**config.mk**
```make
export PLATFORM = sky130hd
export DESIGN_NAME = clkdiv_slip
export DESIGN_NICKNAME = d
export VERILOG_FILES = /design/src/rtl/clkdiv_slip.sv
export SDC_FILE = /design/constraint.sdc
export NUM_CORES = 1
export LEC_CHECK = 0
export CORE_ASPECT_RATIO = 0.9
export CORE_MARGIN = 2
export CORE_UTILIZATION = 56
export CTS_CLUSTER_DIAMETER = 40
export DETAILED_ROUTE_END_ITERATION = 8
export DONT_BUFFER_PORTS = 1
export PLACE_DENSITY = 0.71
export SYNTH_ARGS = -nofsm -noshare
export SYNTH_HDL_FRONTEND = slang
export SYNTH_SLANG_ARGS = --single-unit
```
**constraint.sdc**
```tcl
create_clock -name clk_in -period 10.2 [get_ports clk_in]
set_input_delay 2.04 -clock clk_in [delete_from_list [all_inputs] [get_ports clk_in]]
set_output_delay 2.04 -clock clk_in [all_outputs]
set_load 0.005 [all_outputs]
```
**src/rtl/clkdiv_slip.sv**
```systemverilog
module clkdiv_slip #(
  parameter int DW   = 12,
  parameter int CW   = 5,
  parameter int MAXD = 17,
  parameter int MW   = 12,
  parameter int PW   = 16
) (
  input  logic          clk_in,
  input  logic          rst_n,
  input  logic          en,
  input  logic          sync_en,
  input  logic          slip_en,
  input  logic          mslip_en,
  input  logic [7:0]    div_lo,
  input  logic [DW-9:0] div_hi,
  input  logic [CW-1:0] coarse,
  input  logic [MW-1:0] mslip_cnt,
  input  logic          sync_req,
  input  logic          slip_req,
  output logic          clk_out
);
  localparam int VW = MAXD + 2;
  localparam int IW = $clog2(VW);
  localparam int SW = PW + 2;
  localparam logic [CW-1:0] DMAX = CW'(MAXD);
  localparam logic [SW-1:0] PMAX = SW'({PW{1'b1}});

  logic [DW-1:0] div_raw, div_ok, r_act, r_use, cnt, cnt_nx, cnt_wrap;
  logic [PW-1:0] pend, pend_nx;
  logic [SW-1:0] add_slip, add_sync, pend_sum;
  logic [VW-1:0] wave;
  logic [CW-1:0] dly;
  logic [IW-1:0] ia, ib;
  logic run, load, sync_hit, hold, e0, e1;

  assign div_raw = {div_hi, div_lo};

  always_comb begin
    div_ok = div_raw;
    if (div_raw == '0) div_ok = DW'(2);
    else if (div_raw[0] && div_raw > DW'(5)) div_ok = {div_raw[DW-1:1], 1'b0};
  end

  assign sync_hit = run && sync_req && sync_en;
  assign load     = !run || sync_hit;
  assign hold     = !load && (pend != '0);
  assign r_use    = load ? div_ok : r_act;
  assign cnt_wrap = (cnt == r_act - DW'(1)) ? '0 : cnt + DW'(1);
  assign cnt_nx   = load ? '0 : (hold ? cnt : cnt_wrap);
  assign e0       = {cnt_nx, 1'b0} < {1'b0, r_use};
  assign e1       = {cnt_nx, 1'b1} < {1'b0, r_use};

  assign add_slip = (slip_req && slip_en) ? (mslip_en ? SW'(mslip_cnt) : SW'(1)) : '0;
  assign add_sync = (sync_hit && slip_en && mslip_en) ? SW'(mslip_cnt) : '0;
  assign pend_sum = (load ? '0 : SW'(pend) - SW'(hold)) + add_slip + add_sync;
  assign pend_nx  = (pend_sum > PMAX) ? '1 : pend_sum[PW-1:0];

  always_ff @(posedge clk_in) begin
    if (!rst_n || !en) begin
      run  <= 1'b0;
      cnt  <= '0;
      pend <= '0;
      wave <= '0;
    end else begin
      run  <= 1'b1;
      cnt  <= cnt_nx;
      pend <= pend_nx;
      wave <= {wave[VW-3:0], e0, e1};
    end
  end

  always_ff @(posedge clk_in) begin
    if (!rst_n) r_act <= DW'(2);
    else if (en && load) r_act <= div_ok;
  end

  assign dly     = (coarse > DMAX) ? DMAX : coarse;
  assign ia      = IW'(dly);
  assign ib      = ia + IW'(1);
  assign clk_out = clk_in ? wave[ib] : wave[ia];

  p_off_low_r4: assert property (@(posedge clk_in) disable iff (!rst_n)
    !en |=> (!clk_out && pend == '0 && !run));
  p_cnt_range_r1: assert property (@(posedge clk_in) disable iff (!rst_n)
    run |-> (cnt < r_act));
  p_ratio_legal_r3: assert property (@(posedge clk_in) disable iff (!rst_n)
    run |-> (r_act != '0 && (!r_act[0] || r_act <= DW'(5))));
  p_ratio_kept_r5: assert property (@(posedge clk_in) disable iff (!rst_n)
    (run && en && !(sync_req && sync_en)) |=> $stable(r_act));
  p_sync_restart_r6: assert property (@(posedge clk_in) disable iff (!rst_n)
    (en && sync_hit) |=> (cnt == '0 && wave[1]));
  p_slip_hold_r8: assert property (@(posedge clk_in) disable iff (!rst_n)
    (en && run && !sync_hit && pend != '0) |=> (cnt == $past(cnt)));
endmodule

```
# Yosys cells after proc, flatten, opt, wreduce, memory -nomap -nowiden
# Cells that the tools add are included.
# op_classes
add_sub_neg	6
n_mul	0
div_mod_pow	0
n_lt_le_gt_ge	7
n_eq_ne	1
shift	0
mux	18
bitwise_logic	0
reduce_logical	16
# ops
cell	n
12-bit two-way mux	8
18-bit by 12-bit adder with 18-bit output	2
13-bit by 12-bit less-than comparator with 1-bit output	2
18-bit by 16-bit > comparator with 1-bit output, second input constant	1
18-bit two-way mux	1
16-bit by 1-bit subtractor with 17-bit output	1
16-bit two-way mux	1
16-bit nonzero test	1
12-bit by 1-bit adder with 12-bit output, second input constant	1
12-bit == test	1
12-bit by 3-bit > comparator with 1-bit output, second input constant	1
12-bit zero test	1
5-bit by 6-bit less-than comparator with 1-bit output, second input constant	2
12-bit by 1-bit subtractor with 12-bit output, second input constant	1
1-bit binary-select mux with 5-bit select	2
1-bit logical AND	8
5-bit by 1-bit adder with 5-bit output, second input constant	1
5-bit > comparator, second input constant	1
1-bit two-way mux	5
5-bit two-way mux	1
1-bit zero test	4
1-bit logical OR	2
# word_totals
regBits	60
latch_bits	0
ramBits	0
mem_bits_ro	0
inputBits	37
out_inout_bits	1
memories	0

# Logic depth before layout (Yosys ltp)
# logic_depth
depth_word	11
depth_mapped	21
depth_no_buf	20

==> out/metrics.cfg <==
[run_status]
status=complete, no violations

[worst_setup_path]
slowest_stage=a211o_1
worst-path-buf-inv=8
r2r_end=pend[3]$_SDFF_PN0_
r2r_cells=20
cp-startpoint=clk_in
cp_max_fo=2
r2r-start=pend[8]$_SDFF_PN0_
cp-endpoint=clk_out
startpoint_type=clock port
endpoint_kind=output port
critical_path_class=clk -> out
worstPathArrival_ps=6620
cp.depth=13
path_common_cell=clkbuf_8
path_cells=clkbuf_8 > clkbuf_8 > clkbuf_8 > clkbuf_8 > clkbuf_8 > clkbuf_8 > nand2b_1 > clkbuf_8 > clkbuf_8 > nor2_1 > o21ai_0 > o22ai_1 > a211o_1
cpPeakStageDelay_ps=270
crit_family=buffers and inverters
ff2ff_setup_slack_ps=3750
required_ps=8160

[clock_network]
clock_latency_ps=460
post-cts-setup-buffers=0
holdBufCountCts=0
path_clk_slew_ps=70
cts-resized-gates=0
cts_tree=yes

[timing]
setup_viol=0
hold_slack_ps=508
tightestPinTransition_ps=1110
finClkSkew_ps=9.82
setup_ws_ps=1540
timing_hold_violations_final=0
finalSetupTns_ps=0
rsz0062_at_grt=no
drv_slew=0
slew_headroom_pct=25.9

[die]
io_pins=38
start_util_pct=57.0
core_mm2=0.00849
die-width_um=102
rows=32
die-area_mm2=0.00940
die_height_um=92.2

[yosys]
synth_top_cell_by_area=dfxtp_1
syn_area_mm2=0.00484
synthDistinctLibCells=59
synthArstFlopShare_pct=0
syn-num-nets=689
synth_common_cells=82 x nand2_1, 60 x dfxtp_1, 43 x nor2_1
synth_most_common_cell=nand2_1
avgSynthCellArea_um2=7.93
synth_flop_cell=dfxtp_1
netlist_instances=610
synth_top_area_share_pct=24.8
yosysSeqAreaShare_pct=24.8
synth_edf_count=0
synth_warnings=0
ys_seq_elements=60
yosys-top-cells-area=dfxtp_1 25%, ha_1 7.5%, nand2_1 6.4%

[global_route]
grt_usage_pct=25.7
grt_pass1_vias=4122
gr-total-overflow=0
antenna_found_initial=0
grt_max_degree=31
grt_pass1_wl_um=18800

[min_path]
hold_depth=2
min_path_type=reg -> reg

[place]
gp_congestion=0.905
dp_hpwl_um=8230
portBuffers=0
dp_slack_ps=2580
dp.cells=693

[routing]
vias=4200
firstDrtPassIters=4
wl_um=11200
drc_errors=0
viasPerCell=5.82
drt-initial-drc-count=190
wl_per_cell_um=15.5
antenna_left=0

[final_layout]
diodes=0
area_growth_pct=8.23
fin_nets=675
final_cell_count_no_fill=722
drive_gt1_share_pct=7.96

[power_and_ir_drop]
power_frac_seq_pct=36.2
internal_power_mw=0.496
p_leak_nw=2.22
switching_share_pct=27.1
switchingPower_mw=0.184
p_total_mw=0.680
power_density_mw_per_mm2=130
ir_drop_uv=90.4
combinationalPowerShare_pct=11.8
power.share.clock_pct=52.0

[job]
drv_cap=0

logic make-up (layout without fill, tap and decap cells):
group | Yosys count | after routing | synth area share, %
xor gates and xnor gates | 52 | 52 | 9.42
DFF | 60 | 60 | 24.8
muxes | 20 | 20 | 5.17
and+or+nand+nor | 244 | 244 | 25.1
AOI/OAI and AO/OA | 113 | 113 | 16.3
adders and majority gates | 42 | 42 | 12.9
buffers and inverters | 79 | 72 | 6.23
through the flow:
step           area, µm²  util (%)
2_1_floorplan       4840         -
3_3_place_gp        4860      57.3
3_5_place_dp        4860      57.3
4_1_cts             5240      61.7
5_1_grt             5240      61.7
6_report            5240      61.7
layout by cell type (no fill, tap or decap), drive strengths merged, types with 3 or more instances in the layout:
cell type	instances
xnor2	26
o21ai	12
ha	29
dfxtp	60
a211oi	6
o211ai	4
nand4	9
mux4	4
a21oi	32
nand2b	10
a21o	8
a221oi	5
mux2i	16
o31ai	4
or4b	3
clkinv	4
nand2	82
nand3	10
inv	42
nor4	11
nor3	27
or4	7
a31oi	4
xor2	26
nor2	43
fa	13
and2	5
o21a	3
and3	20
nor2b	5
clkbuf	22
a21boi	16
or2	4
power by group through the flow:
stage,Combinational (mW),Clock [mW],Sequential [mW]
floorplan,0.0713,0.00659,0.247
global placement,0.0778,0.00660,0.251
detailed placement,0.0799,0.00660,0.251
CTS,0.0805,0.360,0.246
global route,0.0901,0.373,0.247
finish,0.0803,0.354,0.246
per-layer routing:
layer  up-vias  share of wire, %  GRT usage (%)
met2       103                46           38.5
met1      1977                47           34.1
met3        22               5.1           7.32
met5         -                 0              0
li1       2098                 -              -
met4         0               1.7           11.9
state kept, by name, indices dropped and copies added, names as in the netlist:
signal,count
run,1
wave,19
pend,16
cnt,12
r_act,12
worst reg2reg max path, cell delays in order (launching register included):
cell and delay, ps:
dfxtp_1 350, or4_4 570, or4_4 540, nor4_1 680, nor2_1 90, ha_1 250
ha_1 230, or4b_2 270, nor2_1 60, xor2_1 150, nand2_1 90, fa_1 530
inv_1 50, ha_1 340, o21a_1 180, o21ai_0 220, a211oi_1 120, a21boi_0 480
nor2_1 130, o21bai_1 820, a21oi_1 150
worst min path at each step:
| stage | start | to | slack [ps] |
|---|---|---|---|
| after global placement | r_act[11]$_SDFFE_PN0P_ | r_act[11]$_SDFFE_PN0P_ | 480 |
| after global routing | wave[13]$_SDFF_PN0_ | wave[15]$_SDFF_PN0_ | 540 |
| after CTS | r_act[11]$_SDFFE_PN0P_ | r_act[11]$_SDFFE_PN0P_ | 510 |
| after floorplan | r_act[11]$_SDFFE_PN0P_ | r_act[11]$_SDFFE_PN0P_ | 470 |
| after detailed placement | wave[3]$_SDFF_PN0_ | wave[5]$_SDFF_PN0_ | 500 |
| final | r_act[11]$_SDFFE_PN0P_ | r_act[11]$_SDFFE_PN0P_ | 510 |
layout make-up:
| type | instances | area, µm² |
|---|---|---|
| well taps | 119 | 149 |
| clock buffers | 22 | 283 |
| flip-flops and latches | 60 | 1200 |
| multi-input cells | 471 | 3350 |
| repair buffers | 1 | 7.51 |
| inverters | 42 | 158 |
| clock inverters | 7 | 91.3 |
| fillers | 797 | 3250 |
No activity file was read; power rests on OpenSTA's default activity.
